$ cat config.mk
export PLATFORM = sky130hd
export DESIGN_NAME = duty_search
export DESIGN_NICKNAME = d
export VERILOG_FILES = /design/src/rtl/duty_pkg.sv /design/src/rtl/udiv_iter.sv /design/src/rtl/best_keep.sv /design/src/rtl/duty_search.sv
export SDC_FILE = /design/constraint.sdc
export NUM_CORES = 2
export LEC_CHECK = 0
export ABC_AREA = 1
export BUFFER_PORTS_ARGS = -buffer_cell sky130_fd_sc_hd__buf_2
export CAP_MARGIN = 40
export CORE_MARGIN = 2
export CORE_UTILIZATION = 60
export CTS_BUF_LIST = sky130_fd_sc_hd__clkbuf_8
export DETAILED_ROUTE_END_ITERATION = 7
export PLACE_DENSITY = 0.84
export SLEW_MARGIN = 10
export SYNTH_ARGS = -nofsm -noshare
export SYNTH_HDL_FRONTEND = slang
export SYNTH_HIERARCHICAL = 1
export SYNTH_SLANG_ARGS = --single-unit
$ cat constraint.sdc
create_clock -name clk -period 14 [get_ports clk]
set_clock_uncertainty 0.05 [all_clocks]
set_input_delay 1.4 -clock clk [delete_from_list [all_inputs] [get_ports clk]]
set_output_delay 1.4 -clock clk [all_outputs]
set_load 0.1 [all_outputs]
$ cat src/rtl/duty_pkg.sv
package duty_pkg;

  typedef enum logic [2:0] {
    S_IDLE,
    S_OFF_GO,
    S_OFF_WAIT,
    S_FRQ_GO,
    S_FRQ_WAIT,
    S_DONE
  } search_state_t;

  // absolute distance between two unsigned quantities
  function automatic logic [63:0] abs_gap(input logic [63:0] a, input logic [63:0] b);
    return (a >= b) ? (a - b) : (b - a);
  endfunction

endpackage

$ cat src/rtl/udiv_iter.sv
module udiv_iter #(
  parameter int W = 32
) (
  input  logic         clk,
  input  logic         rst_n,
  input  logic         go,
  input  logic [W-1:0] dividend,
  input  logic [W-1:0] divisor,
  output logic         done,
  output logic [W-1:0] quot
);
  localparam int CW = $clog2(W + 1);

  logic [W-1:0]  rem_q, q_q, dnd_q, dsr_q;
  logic [CW-1:0] cnt_q;
  logic [W:0]    trial, diff;
  logic          fits;

  assign trial = {rem_q, q_q[W-1]};
  assign diff  = trial - {1'b0, dsr_q};
  assign fits  = (trial >= {1'b0, dsr_q});

  always_ff @(posedge clk or negedge rst_n) begin
    if (!rst_n) begin
      rem_q <= '0;
      q_q   <= '0;
      dnd_q <= '0;
      dsr_q <= '0;
      cnt_q <= '0;
      done  <= 1'b0;
    end else begin
      done <= 1'b0;
      if (go) begin
        rem_q <= '0;
        q_q   <= dividend;
        dnd_q <= dividend;
        dsr_q <= divisor;
        cnt_q <= CW'(W);
      end else if (cnt_q != '0) begin
        rem_q <= fits ? diff[W-1:0] : trial[W-1:0];
        q_q   <= {q_q[W-2:0], fits};
        cnt_q <= cnt_q - 1'b1;
        done  <= (cnt_q == CW'(1));
      end
    end
  end

  assign quot = q_q;


  div_identity_chk: assert property (@(posedge clk) disable iff (!rst_n)
    (done && dsr_q != '0) |->
      ((2*W)'(q_q) * (2*W)'(dsr_q) + (2*W)'(rem_q) == (2*W)'(dnd_q)) && (rem_q < dsr_q));

endmodule

$ cat src/rtl/best_keep.sv
module best_keep #(
  parameter int PW = 32,
  parameter int CW = 8
) (
  input  logic          clk,
  input  logic          rst_n,
  input  logic          clr,
  input  logic [PW-1:0] init_freq,
  input  logic          upd,
  input  logic [CW-1:0] cand_off,
  input  logic [CW-1:0] cand_on,
  input  logic [PW-1:0] cand_freq,
  input  logic [PW-1:0] target,
  output logic [CW-1:0] best_off,
  output logic [CW-1:0] best_on,
  output logic [PW-1:0] best_freq,
  output logic          take
);
  import duty_pkg::*;

  logic [63:0] cand_err, best_err;

  assign cand_err = abs_gap(64'(cand_freq), 64'(target));
  assign best_err = abs_gap(64'(best_freq), 64'(target));
  assign take     = upd && (cand_err <= best_err);

  always_ff @(posedge clk or negedge rst_n) begin
    if (!rst_n) begin
      best_off  <= CW'(1);
      best_on   <= '0;
      best_freq <= '0;
    end else if (clr) begin
      best_off  <= CW'(1);
      best_on   <= '0;
      best_freq <= init_freq;
    end else if (take) begin
      best_off  <= cand_off;
      best_on   <= cand_on;
      best_freq <= cand_freq;
    end
  end


  err_monotone_chk: assert property (@(posedge clk) disable iff (!rst_n)
    !clr |=> best_err <= $past(best_err));

endmodule

$ cat src/rtl/duty_search.sv
module duty_search #(
  parameter int FREQ_W   = 24,
  parameter int CNT_W    = 8,
  parameter int DUR_IN_W = 9
) (
  input  logic                      clk,
  input  logic                      rst_n,
  input  logic                      start_i,
  input  logic [FREQ_W-1:0]         req_khz_i,
  input  logic [FREQ_W-1:0]         full_khz_i,
  input  logic [DUR_IN_W-1:0]       max_dur_i,
  output logic                      busy_o,
  output logic                      done_o,
  output logic [CNT_W-1:0]          on_cnt_o,
  output logic [CNT_W-1:0]          off_cnt_o,
  output logic [FREQ_W+CNT_W-1:0]   freq_o
);
  import duty_pkg::*;

  localparam int PROD_W  = FREQ_W + CNT_W;
  localparam int MAX_DUR = (1 << CNT_W) - 1;

  search_state_t state;
  logic [FREQ_W-1:0] req_q, full_q;
  logic [CNT_W-1:0]  idx_q, off_q, dur_clamp;
  logic [PROD_W-1:0] div_dnd, div_dsr, div_quot;
  logic              div_go, div_done, accept, cand_vld, take_w;

  assign accept    = start_i && (state == S_IDLE);
  assign dur_clamp = (max_dur_i > DUR_IN_W'(MAX_DUR)) ? CNT_W'(MAX_DUR)
                                                      : max_dur_i[CNT_W-1:0];
  assign div_go    = (state == S_OFF_GO) || (state == S_FRQ_GO);
  assign div_dnd   = (state == S_OFF_GO) ? PROD_W'(req_q) * PROD_W'(idx_q)
                                         : PROD_W'(full_q) * PROD_W'(off_q);
  assign div_dsr   = (state == S_OFF_GO) ? PROD_W'(full_q) : PROD_W'(idx_q);
  assign cand_vld  = (state == S_FRQ_WAIT) && div_done;

  udiv_iter #(.W(PROD_W)) u_div (
    .clk(clk), .rst_n(rst_n), .go(div_go),
    .dividend(div_dnd), .divisor(div_dsr),
    .done(div_done), .quot(div_quot)
  );

  best_keep #(.PW(PROD_W), .CW(CNT_W)) u_best (
    .clk(clk), .rst_n(rst_n),
    .clr(accept), .init_freq(PROD_W'(full_khz_i)),
    .upd(cand_vld), .cand_off(off_q), .cand_on(idx_q - off_q),
    .cand_freq(div_quot), .target(PROD_W'(req_q)),
    .best_off(off_cnt_o), .best_on(on_cnt_o), .best_freq(freq_o),
    .take(take_w)
  );

  always_ff @(posedge clk or negedge rst_n) begin
    if (!rst_n) begin
      state  <= S_IDLE;
      req_q  <= '0;
      full_q <= '0;
      idx_q  <= '0;
      off_q  <= '0;
    end else begin
      unique case (state)
        S_IDLE: if (start_i) begin
          req_q  <= req_khz_i;
          full_q <= full_khz_i;
          idx_q  <= dur_clamp;
          state  <= (dur_clamp == '0) ? S_DONE : S_OFF_GO;
        end
        S_OFF_GO:   state <= S_OFF_WAIT;
        S_OFF_WAIT: if (div_done) begin
          off_q <= div_quot[CNT_W-1:0];
          state <= S_FRQ_GO;
        end
        S_FRQ_GO:   state <= S_FRQ_WAIT;
        S_FRQ_WAIT: if (div_done) begin
          if (idx_q == CNT_W'(1)) state <= S_DONE;
          else begin
            idx_q <= idx_q - 1'b1;
            state <= S_OFF_GO;
          end
        end
        S_DONE:     state <= S_IDLE;
        default:    state <= S_IDLE;
      endcase
    end
  end

  assign busy_o = (state != S_IDLE);
  assign done_o = (state == S_DONE);


  done_pulse_chk: assert property (@(posedge clk) disable iff (!rst_n)
    done_o |=> !done_o && !busy_o);


  start_ignored_chk: assert property (@(posedge clk) disable iff (!rst_n)
    (busy_o && start_i) |=> $stable(req_q) && $stable(full_q));


  take_only_on_cand_chk: assert property (@(posedge clk) disable iff (!rst_n)
    take_w |-> (state == S_FRQ_WAIT));


  hold_result_chk: assert property (@(posedge clk) disable iff (!rst_n)
    (!busy_o && !start_i) |=> $stable(freq_o) && $stable(on_cnt_o) && $stable(off_cnt_o));

endmodule

# Word level (Yosys, flattened, before mapping)
# Cells that the tools add are included.
# op_classes
add_sub_neg	8
mul	2
muxes	30
n_lt_le_gt_ge	5
n_reduce_logical	15
n_eq_ne	11
# op_table
op	count
$mux 32	8
$mux 64	2
$sub 24x32->33	2
$sub 32x24->33	2
$ge 32x24->1	2
$le 64x64->1	1
$mul 24x8->32	2
$mux 8	8
$ge 33x32->1	1
$sub 32x32->32	1
$mux 24	1
$pmux 8 s2	1
$mux 3	5
$pmux 3 s5	1
$mux 6	2
$gt 9x8->1 const B	1
$eq 8x1->1 const B	1
$logic_not 8->1	1
$sub 8x1->8 const B	1
$sub 8x8->8	1
$eq 3x2->1 const B	2
$eq 3x3->1 const B	2
$eq 6x1->1 const B	1
$reduce_bool 2->1	3
other kinds (13)	19
# totals
input_bits	60
elab_cells	84
out_inout_bits	50
regBits	218

# Logic depth before layout (Yosys ltp)
# logic_depth
depth_word	6
ltp_mapped	35
ltp_nobuf	32

# Cells and area by module
# Netlist, hierarchy kept.
# by_module_without_submodules
module	cells_per_inst	n_inst	area_each_um2	seq_area_each_um2
duty_search	2751	1	17792.1	1676.6
best_keep	1979	1	11602.4	1202.4
udiv_iter	1053	1	7143.1	2577.5

# Worst setup path after synthesis
# No wires, ideal clock.
# synth_path
path_type	reg-to-reg
from	reg off_q[7]
to	reg u_div.q_q[30] (netlist: u_div/quot[30])
period_less_slack_ps	4695
arrival_time_ps	4514
required_time_ps	13819
setup_slack_ps	9305
path_stages_with_launch	24
n_path_buf	2
setup_time_ps	131
cell_sequence	dfrtp_1 > clkbuf_1 > clkbuf_1 > nand2_1 > fa_1 > inv_1 > fa_1 > fa_1 > inv_1 > fa_1 > inv_1 > ha_1 > nand2_1 > inv_1 > nand2_1 > nor3_1 > and2_1 > nand2_1 > nand2_1 > nand2_1 > nand3_1 > nand2_1 > a22oi_1 > o21ai_0
# synth_via
elab_chain_cells	3
# synth_lines
item	line_no	rtl
start: declaration	duty_search.sv:25	logic [CNT_W-1:0] idx_q, off_q, dur_clamp;
start signal: assignment	duty_search.sv:70	off_q <= div_quot[CNT_W-1:0];
$mul 24x8->32	duty_search.sv:34	: PROD_W'(full_q) * PROD_W'(off_q);
$mux 32	duty_search.sv:33	assign div_dnd = (state == S_OFF_GO) ? PROD_W'(req_q) * PROD_W'(idx_q)
via div_dnd[30]	duty_search.sv:26	logic [PROD_W-1:0] div_dnd, div_dsr, div_quot;
$mux 32	udiv_iter.sv:33	if (go) begin
end signal: assignment	udiv_iter.sv:35	q_q <= dividend;
end signal: assignment	udiv_iter.sv:41	q_q <= {q_q[W-2:0], fits};
end: declaration	udiv_iter.sv:14	logic [W-1:0] rem_q, q_q, dnd_q, dsr_q;
# The timed path passes the listed nets, and every way through them passes these cells.
# A chain may end at the register's enable or synchronous reset.

# Final worst setup path
# layout_path
from	reg req_q[16]
to	reg u_best.best_freq[13]
# layout_via
elab_chain_cells	5
# layout_lines
item	line_no	rtl
start: declaration	duty_search.sv:24	logic [FREQ_W-1:0] req_q, full_q;
start signal: assignment	duty_search.sv:63	req_q <= req_khz_i;
$sub 24x32->33, or another cell as far along	duty_pkg.sv:14	return (a >= b) ? (a - b) : (b - a);
$mux 64	duty_pkg.sv:14	
$le 64x64->1 (*)	best_keep.sv:25	assign take = upd && (cand_err <= best_err);
$logic_and 1x1->1 (*)	best_keep.sv:25	
$reduce_bool 2->1 (no line) (*)	--	
end signal: assignment	best_keep.sv:35	best_freq <= init_freq;
end signal: assignment	best_keep.sv:39	best_freq <= cand_freq;
end: declaration	best_keep.sv:16	output logic [PW-1:0] best_freq,
# Mark *: on every way between the ends. The rest lies on a longest branch, timed or not.

==> impl_metrics.env <==
export IMPL_total_of_hold_buffers_inserted_after_clock_tree_synthesis=0
export IMPL_num_nets_final=6439
export IMPL_floorplan_initialDensity_pct=60.6
export IMPL_drt_total_wl_um=140000
export IMPL_slack_of_the_worst_reg_to_reg_path_ns=7.05
export IMPL_static_leakage_power_nw=24.2
export IMPL_power_density_mw_per_mm2=39.9
export IMPL_irDropWorstVdd_uv=88.8
export IMPL_max_slew_margin_rel_pct=29.9
export IMPL_setup_tns_final_ns=0
export IMPL_cp_slowest_stage_delay_ns=0.82
export IMPL_maxClockFrequency_mhz=144
export IMPL_layout_cells_non_filler=6620
export IMPL_yosys_warning_count=6
export IMPL_tritoncts_num_buffers=42
export IMPL_detailed_place_area_mm2=0.0375
export IMPL_syn_area_mm2=0.0365
export IMPL_syn_area_per_cell_um2=6.32
export IMPL_drtPass1Iterations=7
export IMPL_finalWorstPathRequiredPeriod_ns=6.95
export IMPL_coreArea_mm2=0.0602
export IMPL_drv_cap=0
export IMPL_worstSetupStartpointType="flip-flop"
export IMPL_hold_violations=0
export IMPL_worstSkewPairLatency_ns=0.70
export IMPL_synth_cells=5782
export IMPL_cts_path_max_buffers=3
export IMPL_cts_root_buffer="sky130_fd_sc_hd__clkbuf_8"
export IMPL_post_dp_hpwl_um=114000
export IMPL_nFillCells=5566
export IMPL_drt_iter0_drcs=4607
export IMPL_post_cts_repair_setup_buffers=0
export IMPL_critical_path_required_ns=14.48
export IMPL_path_depth=27
export IMPL_num_vias=37800
export IMPL_critical_path_peak_fanout=34
export IMPL_numPortBuffers=109
export IMPL_first_global_vias=36200
export IMPL_cts_num_sinks=218
export IMPL_finalMaxSlewViolations=0
export IMPL_die_x_um=251
export IMPL_wl_per_cell_um=21.1
export IMPL_crit_start="req_q[16]"
export IMPL_critical_path_top_delay_family="simple AND/OR/NAND/NOR gates"
export IMPL_hp_class="reg2reg"
export IMPL_drt_drc_violations_left=0
export IMPL_cts_max_level=2
export IMPL_grt_antenna_before_repair=6
export IMPL_crit_path_top_delay_cell="sky130_fd_sc_hd__inv_2"
export IMPL_final_layout_size_suffix_gt1_share_pct=5.88
export IMPL_worstSetupEndpointType="flip-flop"
export IMPL_ios=110
export IMPL_layout_cells_most_common="sky130_fd_sc_hd__nand2_1"
export IMPL_setup_slack_ns=7.05
export IMPL_clk_transition_reported_paths_ns=0.07
export IMPL_worst_path_most_repeated_cell="sky130_fd_sc_hd__nand2_1"
export IMPL_cts_resized=0
export IMPL_area_growth_pct=5.37
export IMPL_worst_margin_pin_slew_ns=1.05
export IMPL_total_congestion_overflow_after_global_routing=0
export IMPL_antenna_violating_nets_post_route=0
export IMPL_report_power_total_mw=1.54
export IMPL_report_final_setup_viol=0
export IMPL_gp_weighted_congestion=1.10
export IMPL_grt_start_max_net_pins=135
export IMPL_grt_first_pass_wirelength_um=212000
export IMPL_finalCritPeriodShare_pct=49.7
export IMPL_global_route_usage_total_pct=44.3
export IMPL_cp_endpoint="u_best/best_freq[13]"
export IMPL_viasPerCell=5.71
export IMPL_ff2ff_path_depth=27
export IMPL_post_route_cell_area_mm2=0.0385
export IMPL_mostFrequentLayoutCells="1,848 x sky130_fd_sc_hd__nand2_1, 1,279 x sky130_fd_sc_hd__inv_1, 343 x sky130_fd_sc_hd__nor2_1, 309 x sky130_fd_sc_hd__ha_1, 274 x sky130_fd_sc_hd__nand3_1"
export IMPL_number_of_rows_in_the_core_area=90
export IMPL_worstReg2RegEnd="u_best/best_freq[13]"
export IMPL_outcome="complete, no violations"
export IMPL_whs_ns=0.441
export IMPL_critical_path_class="reg2reg"
export IMPL_final_standard_cell_utilization_of_the_core_pct=63.9
export IMPL_pre_cts_slack_ns=7.40
export IMPL_critical_path_reg2reg_startpoint="req_q[16]"
export IMPL_tritoncts="built"
export IMPL_critical_path_n_buffers_inverters=3
export IMPL_die_height_um=251
export IMPL_grt_setup_unrepaired="no"
export IMPL_placed_cells=6538
export IMPL_cp_arrival_ns=7.43
export IMPL_die_area_mm2=0.0629
## worst min path at each step
stage	end	slack, ns	start	cells after the start
2_1_floorplan	u_div/dsr_q[0]	0.40	u_div/dsr_q[0]	2
3_3_place_gp	u_div/dsr_q[0]	0.42	u_div/dsr_q[0]	2
3_5_place_dp	u_best/best_off[0]	0.43	u_best/best_off[0]	2
4_1_cts	u_best/best_off[0]	0.44	u_best/best_off[0]	2
5_1_grt	u_best/best_off[0]	0.46	u_best/best_off[0]	2
6_report	u_best/best_off[0]	0.44	u_best/best_off[0]	2
## worst register-to-register path: cells and delay by family, from the launching register on
kind	cells	cell delay [ns]
compound gates	4	0.97
simple gates	18	3.15
fa+ha+maj	2	0.68
buf+inv	3	1.26
flops	1	0.71
## sequential cells by signal, indices dropped and copies added, names as in the netlist, 24 cells and up
register,cells
u_best/best_freq,32
u_div/dsr_q,32
full_q,24
u_div/rem_q,32
req_q,24
u_div/quot,32
## layer usage
layer  vias to the layer above  track usage, %  wire length, µm
met1                     17500            59.2            55500
li1                      17400               -                -
met4                         8            22.2             8410
met3                       444            11.9            17300
met2                      2378            66.1            58500
met5                         -           0.849              116
## cell type report
type / instances / area [µm²] / share of cell area [%]
Tap cell: 782 / 978 / 2.54
Clock buffer: 49 / 674 / 1.75
Clock inverter: 27 / 330 / 0.858
Inverter: 1301 / 4890 / 12.7
Antenna cell: 6 / 15.0 / 0.0390
Sequential cell: 218 / 5460 / 14.2
Timing Repair Buffer: 141 / 816 / 2.12
Multi-Input combinational cell: 4096 / 25300 / 65.8
## where the power goes
group	switching, mW	internal [mW]
clock network	0.345	0.455
logic	0.0773	0.0299
registers	0	0.630
total	0.423	1.11
(Power assumes the default switching activity.)
